## src/rtl/cs_dec_pkg.sv

```systemverilog
package cs_dec_pkg;

    localparam int BASE_W = 6;
    localparam int MASK_W = 4;
    localparam int GRAN_W = 24;
    localparam int HI_W   = BASE_W + 2;
    localparam int OFS_W  = GRAN_W + MASK_W;

    typedef struct packed {
        logic [MASK_W-1:0] mask;
        logic              valid;
        logic [BASE_W-1:0] base;
    } cs_cfg_t;

    localparam cs_cfg_t CFG_RESET = '{mask: 4'hF, valid: 1'b0, base: '0};

    function automatic cs_cfg_t word_to_cfg(input logic [11:0] w);
        cs_cfg_t c;
        c.mask  = w[11:8];
        c.valid = w[6];
        c.base  = w[5:0];
        return c;
    endfunction

    function automatic logic mask_legal(input logic [MASK_W-1:0] m, input logic full_ok);
        logic ok;
        unique case (m)
            4'h8, 4'hC, 4'hE, 4'hF: ok = 1'b1;
            4'h0:                   ok = full_ok;
            default:                ok = 1'b0;
        endcase
        return ok;
    endfunction

endpackage

```

## src/rtl/cs_win_reg.sv

```systemverilog
module cs_win_reg
    import cs_dec_pkg::*;
#(
    parameter bit START_VALID = 1'b0
) (
    input  logic       clk,
    input  logic       rst_n,
    input  logic       wr_en,
    input  logic [11:0] wr_word,
    output cs_cfg_t    cfg
);
    cs_cfg_t cfg_q;
    cs_cfg_t rst_val;

    always_comb begin
        rst_val       = CFG_RESET;
        rst_val.valid = START_VALID;
    end

    always_ff @(posedge clk or negedge rst_n) begin
        if (!rst_n) begin
            cfg_q <= rst_val;
        end else if (wr_en) begin
            cfg_q <= word_to_cfg(wr_word);
        end
    end

    assign cfg = cfg_q;
endmodule

```

## src/rtl/cs_win_match.sv

```systemverilog
module cs_win_match
    import cs_dec_pkg::*;
(
    input  logic [HI_W-1:0] addr_hi,
    input  cs_cfg_t         cfg,
    output logic            hit
);
    logic [HI_W-1:0] cmp_mask;
    logic [HI_W-1:0] base_ext;

    always_comb begin
        cmp_mask = {{(HI_W-MASK_W){1'b1}}, cfg.mask};
        base_ext = {{(HI_W-BASE_W){1'b0}}, cfg.base};
        hit      = cfg.valid && ((addr_hi & cmp_mask) == (base_ext & cmp_mask));
    end
endmodule

```

## src/rtl/cs_prio_sel.sv

```systemverilog
module cs_prio_sel
    import cs_dec_pkg::*;
#(
    parameter int NUM_CS = 8
) (
    input  logic [NUM_CS-1:0]          raw_hit,
    input  cs_cfg_t [NUM_CS-1:0]       cfgs,
    input  logic [OFS_W-1:0]           addr_lo,
    output logic [NUM_CS-1:0]          win_hit,
    output logic                       any_hit,
    output logic [OFS_W-1:0]           offset
);
    logic [MASK_W-1:0] win_mask;

    always_comb begin
        win_hit  = '0;
        any_hit  = 1'b0;
        win_mask = '1;
        for (int i = 0; i < NUM_CS; i++) begin
            if (raw_hit[i] && !any_hit) begin
                win_hit[i] = 1'b1;
                any_hit    = 1'b1;
                win_mask   = cfgs[i].mask;
            end
        end
        offset = any_hit ? (addr_lo & {~win_mask, {GRAN_W{1'b1}}}) : '0;
    end
endmodule

```

## src/rtl/cs_window_decoder.sv

```systemverilog
module cs_window_decoder
    import cs_dec_pkg::*;
#(
    parameter int NUM_CS          = 8,
    parameter bit ALLOW_FULL_SPAN = 1'b0,
    localparam int SEL_W          = $clog2(NUM_CS)
) (
    input  logic              clk,
    input  logic              rst_n,
    input  logic              cfg_wr_en,
    input  logic [SEL_W-1:0]  cfg_wr_sel,
    input  logic [31:0]       cfg_wr_data,
    input  logic [31:0]       addr,
    output logic [NUM_CS-1:0] cs_hit,
    output logic              cs_any,
    output logic [OFS_W-1:0]  addr_offset,
    output logic              mask_err
);
    cs_cfg_t [NUM_CS-1:0] cfgs;
    logic [NUM_CS-1:0]    raw_hit;
    logic                 unused_wr_bits;
    cs_cfg_t              wr_cfg;
    logic                 err_d;

    assign unused_wr_bits = ^{cfg_wr_data[31:12], cfg_wr_data[7]};

    for (genvar g = 0; g < NUM_CS; g++) begin : g_win
        cs_win_reg #(.START_VALID(g == 0)) u_reg (
            .clk     (clk),
            .rst_n   (rst_n),
            .wr_en   (cfg_wr_en && (cfg_wr_sel == SEL_W'(g))),
            .wr_word (cfg_wr_data[11:0]),
            .cfg     (cfgs[g])
        );
        cs_win_match u_match (
            .addr_hi (addr[31 -: HI_W]),
            .cfg     (cfgs[g]),
            .hit     (raw_hit[g])
        );
    end

    cs_prio_sel #(.NUM_CS(NUM_CS)) u_sel (
        .raw_hit (raw_hit),
        .cfgs    (cfgs),
        .addr_lo (addr[OFS_W-1:0]),
        .win_hit (cs_hit),
        .any_hit (cs_any),
        .offset  (addr_offset)
    );

    always_comb begin
        wr_cfg = word_to_cfg(cfg_wr_data[11:0]);
        err_d  = cfg_wr_en && wr_cfg.valid && !mask_legal(wr_cfg.mask, ALLOW_FULL_SPAN);
    end

    always_ff @(posedge clk or negedge rst_n) begin
        if (!rst_n) begin
            mask_err <= 1'b0;
        end else begin
            mask_err <= err_d;
        end
    end
endmodule

```

## config.mk

```make
export PLATFORM = sky130hd
export DESIGN_NAME = cs_window_decoder
export DESIGN_NICKNAME = d
export VERILOG_FILES = /design/src/rtl/cs_dec_pkg.sv /design/src/rtl/cs_win_reg.sv /design/src/rtl/cs_win_match.sv /design/src/rtl/cs_prio_sel.sv /design/src/rtl/cs_window_decoder.sv
export SDC_FILE = /design/constraint.sdc
export NUM_CORES = 1
export LEC_CHECK = 0
export BUFFER_PORTS_ARGS = -buffer_cell sky130_fd_sc_hd__buf_2
export CAP_MARGIN = 0
export CORE_MARGIN = 4
export CORE_UTILIZATION = 53
export CTS_BUF_LIST = sky130_fd_sc_hd__clkbuf_4
export CTS_CLUSTER_SIZE = 25
export DETAILED_ROUTE_END_ITERATION = 7
export HOLD_SLACK_MARGIN = 0.03
export PLACE_DENSITY = 0.83
export SLEW_MARGIN = 30
export SYNTH_ARGS = -nofsm -noshare
export SYNTH_HDL_FRONTEND = slang
export SYNTH_SLANG_ARGS = --single-unit
export TNS_END_PERCENT = 30
```

## constraint.sdc

```tcl
create_clock -name clk -period 3.38 [get_ports clk]
set_input_delay 0.507 -clock clk [delete_from_list [all_inputs] [get_ports clk]]
set_output_delay 0.507 -clock clk [all_outputs]
set_load 0.02 [all_outputs]
```

==> results by group, run 1 <==
Run status
  – Status: completed

STA
  – Rel. slew slack: 48.1%
  – Clock skew: 0 ps
  – Final setup vio count: 0
  – Hold_ws: 131 ps
  – Unrepaired setup endpoints after global routing: no
  – Ratio of final minimum period to clock period: roughly nine tenths
  – TNS Setup: 0 ps
  – Maximum clock rate: 324 MHz
  – Tmin final: 3090 ps
  – Worst slew pin tran: 778 ps
  – Max-slew violation count: 0
  – Final Worst Setup Slack: 290 ps
  – Hold Fails Final Rpt: 0

GRT
  – Met1 Usage GRT: between 30 and 40%
  – Initial antenna violation count: 0
  – Total GRT Usage: between 20% and 30%
  – First-pass GRT wire length: roughly 18,000 um
  – Met3 Track Usage GR: 3.35%
  – Met2 usage: 35.9%
  – Largest net degree at the start of global routing: 90
  – Vias in the first global route: 3,487
  – Gr busiest metal: met2
  – Gr ovfl total: 0

CTS
  – CTS H-tree depth: 3
  – CTS Hold Bufs: 0
  – CTS root buf: clkbuf_4
  – Clock transition at path regs: approximately 140 ps
  – Total clock buffers created by CTS: 9
  – CTS tree: built
  – Post-CTS Resized: 0
  – Clock sinks: 89
  – CTS max path bufs: 2
  – Setup Fix Bufs, Post-CTS: 0
  – Worst skew pair latency: 420 ps

Synth
  – Ys flop type: dfrtp_1
  – Simple-gate share of the synthesized area: 12.4%
  – Sequential share of the synthesized area: 46.9%
  – Yosys warns: 0
  – Adder-Cell Fraction of Synth Area: 0%
  – Commonest cells post-synth: 88 x mux2_2, 56 x dfrtp_1, 33 x dfstp_2, 29 x xor2_1
  – Async S/R FF share, synth: 100%
  – Post-synthesis compound-gate area fraction: 7.20%
  – Syn Nets: 455
  – Mux share of post-synthesis cell area: a little over a fifth
  – Post-synth EDFFs: 0
  – Distinct cell type count after synthesis: 40
  – Avg Synthesized Cell Area: 12.6 um^2
  – Area share of xor/xnor cells in the synthesized design: around 8.7%
  – Largest family of logic cells by synthesized area: multiplexers
  – Mapped Cells: between 300 and 400
  – Top cell type by total area after synthesis: dfrtp_1
  – Synth top area share: 29.0%
  – Synth Cell Area: 4830 um^2
  – Most frequent cell after synthesis: mux2_2
  – Yosys reg bits: 89
  – Synth area leaders: dfrtp_1 29%, mux2_2 21%, dfstp_2 18%

Floorplanning
  – Starting Density: 54.9%
  – Total die area: 10,700 um^2
  – DIE WIDTH: 103 um
  – Die height: around 100 um
  – Ports: approximately 110
  – Core area: 8810 um^2
  – FP Rows: 34

Placement
  – Inst Count DP: 563
  – Dpl ws: a little under 400 ps
  – Port-buffer cells: 86
  – Cell Area, Placed: 5320 um^2
  – DP HPWL: 8070 um
  – Routability Congestion: 0.855

Power and ir drop
  – Power Total: 3.07 mW
  – Cell internal pwr: roughly 2.2 mW
  – Sequential power share: about half
  – Logic gate share of total power: 26.0%
  – Switching pwr: 0.912 mW
  – Lkg Pwr: between 2 and 2.5 nW
  – Switching Fraction: 29.7%
  – VDD IR max: 0.296 mV
  – Power per cell area: 557 nW/um^2
  – Clk pwr share: roughly a quarter

Drt
  – DRT antenna net count: 0
  – Post-Route WL: 11,000 um
  – Via count: 3,327
  – Via/cell ratio: 5.75
  – DRT iter0 DRCs: 159
  – WL/cell: between 15 and 20 um
  – Drt pass-1 iters: 6
  – Drt drc: 0

Worst setup path
  – WS Path Type: reg -> out
  – Crit path required time: 2870 ps
  – Worst r2r src: g_win[7].u_reg.cfg[3]
  – Cells on worst reg2reg path: 1
  – Arr. time, crit path: between 2000 and 3000 ps
  – CP endpoint kind: primary output
  – Setup crit start kind: flip-flop
  – End of the worst register-to-register path: g_win[7].u_reg.cfg[3]
  – Worst R2R Setup Slack: 2580 ps
  – Crit-path max FO: 25

Layout
  – Final cell count without fillers: 579
  – Antenna Diode Count: 0
  – Layout cell share with drive strength beyond 1: 56.1%
  – Post-layout net count: 536
  – Final Instance Area: 5500 um^2
  – Area grow syn2layout: 13.9%
  – Filler cells: 692
  – Post-layout util: 62.5%

Flow run
  – # Max-Cap Violations: 0

Worst hold path
  – Min-Delay Path Class: in -> async
area by class of cell:
| class | instances | area (um^2) | share of cell area [%] |
|---|---|---|---|
| multi-input combinational | 268 | 2400 | 43.6 |
| sequential | 89 | 2270 | 41.2 |
| tap | 108 | 135 | 2.46 |
| timing repair buffer | 92 | 494 | 8.98 |
| clock inverter | 5 | 104 | 1.89 |
| clock buffer | 11 | 82.6 | 1.50 |
| inverter | 6 | 22.5 | 0.409 |
worst max path at each step:
stage / endpoint / from / slack (ps) / cells after the start
finish: addr_offset[0] / g_win[4].u_reg.cfg[4] / 290 / 8
global route: addr_offset[27] / g_win[4].u_reg.cfg[1] / 70 / 7
CTS: addr_offset[0] / g_win[4].u_reg.cfg[4] / 270 / 8
detailed placement: addr_offset[0] / addr[26] / 390 / 9
global placement: addr_offset[0] / addr[29] / 450 / 8
floorplan: cs_hit[5] / addr[25] / 760 / 6
layer usage:
layer	vias to the layer above	part of all wire, %
met2	66	50
met5	-	0
met1	1695	45
met4	0	1.1
li1	1552	-
met3	14	3.6
cells by family (layout without fill, tap and decap cells):
group / count (synthesis) / in the layout
simple gates: 82 / 82
flops: 89 / 89
compound gates: 46 / 46
mux: 92 / 92
xor+xnor: 48 / 48
buf+inv: 28 / 114
cell usage in the layout, fill, tap and decap left out, types with 5 or more instances in the layout:
cell      Yosys  routed
nor2b_2      19      19
clkbuf_4      0      11
mux2_2       88      88
a21oi_1       5       5
o21ai_0       5       5
nor2_1        9       9
xnor2_1      19      19
xor2_1       29      29
dfrtp_1      56      56
dfstp_2      33      33
nand3_1       6       6
nor2b_1       5       5
buf_2         1      85
a22oi_1      16      16
inv_1         5       5
o22ai_1       6       6
nand4_1       5       5
buf_4         4       5
and3_1        5       5
nand2_1       9       9
critical path, cell delays in order (launching register included):
cell and delay, ps:
dfrtp_1 410, xnor2_1 130, and3_1 220, nand4_1 390, nand2_1 210, nor4b_4 360, buf_12 230, nor2b_1 70
buf_2 160
state kept, by name, indices dropped and copies added, names as in the netlist:
| signal | flops |
|---|---|
| mask_err | 1 |
| g_win.u_reg.cfg | 88 |
power groups by stage:
stage / Clock (mW) / Combinational [mW] / Sequential (mW)
global route: 0.803 / 0.872 / 1.56
global placement: 0 / 0.764 / 1.52
CTS: 0.754 / 0.801 / 1.53
detailed placement: 0 / 0.794 / 1.55
floorplan: 0 / 0.603 / 1.50
finish: 0.744 / 0.798 / 1.52
Note: power is estimated with default switching activity, not from simulation.
==> inputs of run 2 (changes only) <==
--- a/config.mk
+++ b/config.mk
@@ -14,6 +14,7 @@
 export DETAILED_ROUTE_END_ITERATION = 7
 export HOLD_SLACK_MARGIN = 0.03
 export PLACE_DENSITY = 0.83
+export REMOVE_ABC_BUFFERS = 1
 export SLEW_MARGIN = 30
 export SYNTH_ARGS = -nofsm -noshare
 export SYNTH_HDL_FRONTEND = slang
==> results by group, run 2 (synthesis gave the netlist of run 1 again) <==
CTS
  – CTS H-tree depth: 3
  – Total clock buffers created by CTS: 9
  – Setup Fix Bufs, Post-CTS: 0
  – Clock transition at path regs: 130 ps
  – Post-CTS Resized: 0
  – Clock sinks: 89
  – CTS max path bufs: 2
  – CTS tree: built
  – CTS Hold Bufs: 0
  – Worst skew pair latency: 430 ps
  – CTS root buf: clkbuf_4

Layout
  – Antenna Diode Count: 0
  – Post-layout net count: 540
  – Layout cell share with drive strength beyond 1: between 50% and 60%
  – Commonest non-fill, non-tap cells in the layout: 88 x mux2_2, 85 x buf_2, 56 x dfrtp_1
  – Final cell count without fillers: roughly 600
  – Most common cell after layout, fill and taps aside: mux2_2
  – Filler cells: 708
  – Area grow syn2layout: 13.1%
  – Max reg flops: 88

Floorplanning
  – Ports: around 110
  – Core area: ~9000 um^2
  – Die height: between 100 and 150 um
  – DIE WIDTH: a little over 100 um
  – Starting Density: 54.9%
  – Total die area: 10,700 um^2
  – FP Rows: 34

Placement
  – Inst Count DP: 567
  – DP HPWL: 8050 um
  – Port-buffer cells: 86
  – Routability Congestion: 0.872
  – Dpl ws: 411 ps

Worst setup path
  – CP Buf/Inv Count: 1
  – Top delay family on crit path: compound AO/OA/AOI/OAI gates
  – Crit-path cells: xor2_1 > a22oi_1 > nand4_2 > nand4_1 > o21ai_0 > o22ai_1 > buf_2
  – WS Path Type: reg -> out
  – Crit-path max FO: 9
  – Arr. time, crit path: 2560 ps
  – Setup crit start kind: flip-flop
  – Crit-path slowest cell: dfrtp_1
  – CP endpoint kind: primary output
  – Crit path required time: 2870 ps
  – CP peak stage delay: 410 ps

Drt
  – DRT iter0 DRCs: 153
  – Post-Route WL: 10,500 um
  – Drt drc: 0
  – DRT antenna net count: 0
  – Via count: 3,326
  – Via/cell ratio: 5.70
  – Drt pass-1 iters: 4
  – WL/cell: 18.1 um

STA
  – Ratio of final minimum period to clock period: about nine tenths
  – Max-slew violation count: 0
  – Final setup vio count: 0
  – Clock skew: 0 ps
  – Final Worst Setup Slack: approximately 310 ps
  – Rel. slew slack: 54.5%
  – Unrepaired setup endpoints after global routing: no
  – Tmin final: 3070 ps
  – TNS Setup: 0 ps
  – Maximum clock rate: 326 MHz
  – Worst slew pin tran: 679 ps
  – Hold Fails Final Rpt: 0

GRT
  – Largest net degree at the start of global routing: slightly above 50
  – Initial antenna violation count: 0
  – Total GRT Usage: 20.3%
  – First-pass GRT wire length: 16,300 um
  – Vias in the first global route: 3,235
  – Gr ovfl total: 0

Power and ir drop
  – Power per cell area: 530 nW/um^2
  – Power Total: 2.90 mW
  – VDD IR max: 0.319 mV
  – Lkg Pwr: roughly 2.5 nW

Worst hold path
  – Min-Delay Path Class: in -> async

Flow run
  – # Max-Cap Violations: 0

Run status
  – Status: completed
run 2: metrics by stage:
stage / hold slack, ps / area (um^2) / util, %
after detailed placement: 484 / 5330 / 60.5
after CTS: 71.8 / 5470 / 62.1
final: 76.0 / 5470 / 62.1
after global placement: 478 / 5330 / 60.5
after floorplan: 211 / 4690 / -
after global routing: 92.4 / 5470 / 62.1
run 2: layer usage:
metal	global-route usage (%)	vias up	wire length [um]	share of wire [%]
met5	0	-	0	0
met3	3.49	17	673	6.4
met2	33.2	108	4960	47
li1	-	1562	-	-
met1	27.3	1639	4710	45
met4	7.17	0	185	1.8
run 2: final timing paths:
| path | start | endpoint | slack [ps] | depth (start not counted) |
|---|---|---|---|---|
| worst min register to register | g_win[7].u_reg.cfg[6] | g_win[7].u_reg.cfg[6] | 510 | 1 |
| worst min-delay path | rst_n | g_win[2].u_reg.cfg[4] | 80 | 1 |
| worst max-delay path | g_win[3].u_reg.cfg[3] | addr_offset[25] | 310 | 7 |
| max in group asynchronous | rst_n | g_win[7].u_reg.cfg[8] | 2520 | 2 |
| worst max register to register | g_win[1].u_reg.cfg[9] | g_win[1].u_reg.cfg[9] | 2580 | 1 |
| min in group clk | cfg_wr_en | mask_err | 410 | 3 |
run 2: cell type report:
type	count	area, um^2	area share (%)
clock buffers	12	90.1	1.65
clock inverters	4	43.8	0.801
inverters	6	22.5	0.412
multi-input cells	268	2400	43.9
flip-flops and latches	89	2270	41.5
well taps	108	135	2.47
repair buffers	96	508	9.29
run 2: power breakdown:
part / internal, mW / switching [mW] / total (mW)
Sequential: 1.36 / 0.159 / 1.52
Clock: 0.247 / 0.342 / 0.588
Combinational: 0.396 / 0.392 / 0.788
Total: 2.00 / 0.893 / 2.90
==> inputs of run 3 (changes only) <==
--- a/config.mk
+++ b/config.mk
@@ -13,6 +13,7 @@
 export CTS_CLUSTER_SIZE = 25
 export DETAILED_ROUTE_END_ITERATION = 7
 export HOLD_SLACK_MARGIN = 0.03
+export MAX_ROUTING_LAYER = met4
 export PLACE_DENSITY = 0.83
 export REMOVE_ABC_BUFFERS = 1
 export SLEW_MARGIN = 30
==> results by group, run 3 (synthesis gave the netlist of run 1 again) <==
Floorplanning
  – Total die area: roughly 11,000 um^2
  – Die height: 103 um
  – Ports: 108
  – Core area: 8810 um^2
  – DIE WIDTH: 103 um
  – Starting Density: 54.9%
  – FP Rows: 34

GRT
  – Initial antenna violation count: 0
  – Vias in the first global route: around 3,200
  – First-pass GRT wire length: about 16,000 um
  – Largest net degree at the start of global routing: between 50 and 60
  – Total GRT Usage: 21.0%
  – Gr ovfl total: 0

CTS
  – CTS Hold Bufs: 0
  – Clock transition at path regs: 130 ps
  – CTS root buf: clkbuf_4
  – Setup Fix Bufs, Post-CTS: 0
  – Worst skew pair latency: 430 ps
  – Clock sinks: a little under 90
  – Post-CTS Resized: 0
  – CTS max path bufs: 2
  – CTS H-tree depth: 3
  – Total clock buffers created by CTS: 9
  – CTS tree: built

Drt
  – DRT antenna net count: 0
  – Via/cell ratio: 5.71
  – Via count: between 3,000 and 4,000
  – WL/cell: 18.1 um
  – Post-Route WL: 10,600 um
  – Drt pass-1 iters: 5
  – DRT iter0 DRCs: about 180
  – Drt drc: 0

Worst setup path
  – WS Path Type: reg -> out
  – Top delay family on crit path: compound AO/OA/AOI/OAI gates
  – Crit path required time: 2870 ps
  – Crit-path slowest cell: dfrtp_1
  – Setup crit start kind: flip-flop
  – Crit-path cells: xor2_1 > a22oi_1 > nand4_2 > nand4_1 > o21ai_0 > o22ai_1 > buf_2
  – Arr. time, crit path: 2570 ps
  – Worst r2r src: g_win[1].u_reg.cfg[9]
  – CP peak stage delay: 410 ps
  – CP Buf/Inv Count: 1
  – Crit. Startpoint: g_win[3].u_reg.cfg[3]
  – Crit-path max FO: 9
  – CP endpoint kind: primary output

STA
  – Hold_ws: 75.9 ps
  – Final Worst Setup Slack: 302 ps
  – Unrepaired setup endpoints after global routing: no
  – TNS Setup: 0 ps
  – Clock skew: 0 ps
  – Maximum clock rate: approximately 320 MHz
  – Rel. slew slack: around 54%
  – Hold Fails Final Rpt: 0
  – Final setup vio count: 0
  – Max-slew violation count: 0
  – Tmin final: 3080 ps
  – Ratio of final minimum period to clock period: 91.1%
  – Worst slew pin tran: 682 ps

Run status
  – Status: completed

Layout
  – Filler cells: 708
  – Layout cell share with drive strength beyond 1: 56.2%
  – Multi-input gate area in the final layout: 2400 um^2
  – Antenna Diode Count: 0
  – Most common cell after layout, fill and taps aside: mux2_2
  – Area grow syn2layout: 13.1%
  – Post-layout net count: 540
  – Commonest non-fill, non-tap cells in the layout: 88 x mux2_2, 85 x buf_2, 56 x dfrtp_1
  – Final cell count without fillers: 583
  – Max reg flops: 88
  – Post-layout util: 62.1%
  – Storage cell area: 2270 um^2
  – Final Instance Area: 5470 um^2

Worst hold path
  – Min-Delay Path Class: in -> async

Power and ir drop
  – Lkg Pwr: 2.47 nW
  – Power Total: 2.90 mW
  – Power per cell area: 530 nW/um^2
  – VDD IR max: 0.319 mV

Placement
  – DP HPWL: 8050 um
  – Inst Count DP: around 570
  – Routability Congestion: 0.886
  – Cell Area, Placed: 5330 um^2
  – Dpl ws: roughly 410 ps
  – Port-buffer cells: 86

Flow run
  – # Max-Cap Violations: 0
run 3: cell counts in the layout (fill, tap and decap cells not counted):
No cell type changed its count.
run 3: per-layer routing:
metal,vias to the layer above,wire length [um],global-route usage [%]
met5,-,0,-
met4,0,150,6.57
met3,15,679,4.16
met2,113,4980,33.2
met1,1639,4760,27.5
li1,1563,-,-
run 3: area by class of cell:
class / instances / share of cell area [%]
multi-input combinational: 268 / 43.9
sequential: 89 / 41.5
timing repair buffer: 96 / 9.29
tap: 108 / 2.47
clock buffer: 12 / 1.65
clock inverter: 4 / 0.801
inverter: 6 / 0.412
run 3: power by group:
part | internal, mW | total (mW) | switching [mW] | leakage (nW)
Sequential | 1.36 | 1.52 | 0.160 | 1.02
Combinational | 0.396 | 0.789 | 0.393 | 1.37
Clock | 0.247 | 0.588 | 0.341 | 0.0787
Total | 2.00 | 2.90 | 0.894 | 2.47
run 3: worst paths after layout:
| kind | to | slack [ps] | depth (start not counted) |
|---|---|---|---|
| max in group asynchronous | g_win[7].u_reg.cfg[8] | 2510 | 2 |
| hold / removal | g_win[2].u_reg.cfg[4] | 80 | 1 |
| setup reg to reg | g_win[1].u_reg.cfg[9] | 2570 | 1 |
| min in group clk | mask_err | 420 | 3 |
| setup / recovery | addr_offset[27] | 300 | 7 |
| hold reg to reg | g_win[7].u_reg.cfg[6] | 510 | 1 |
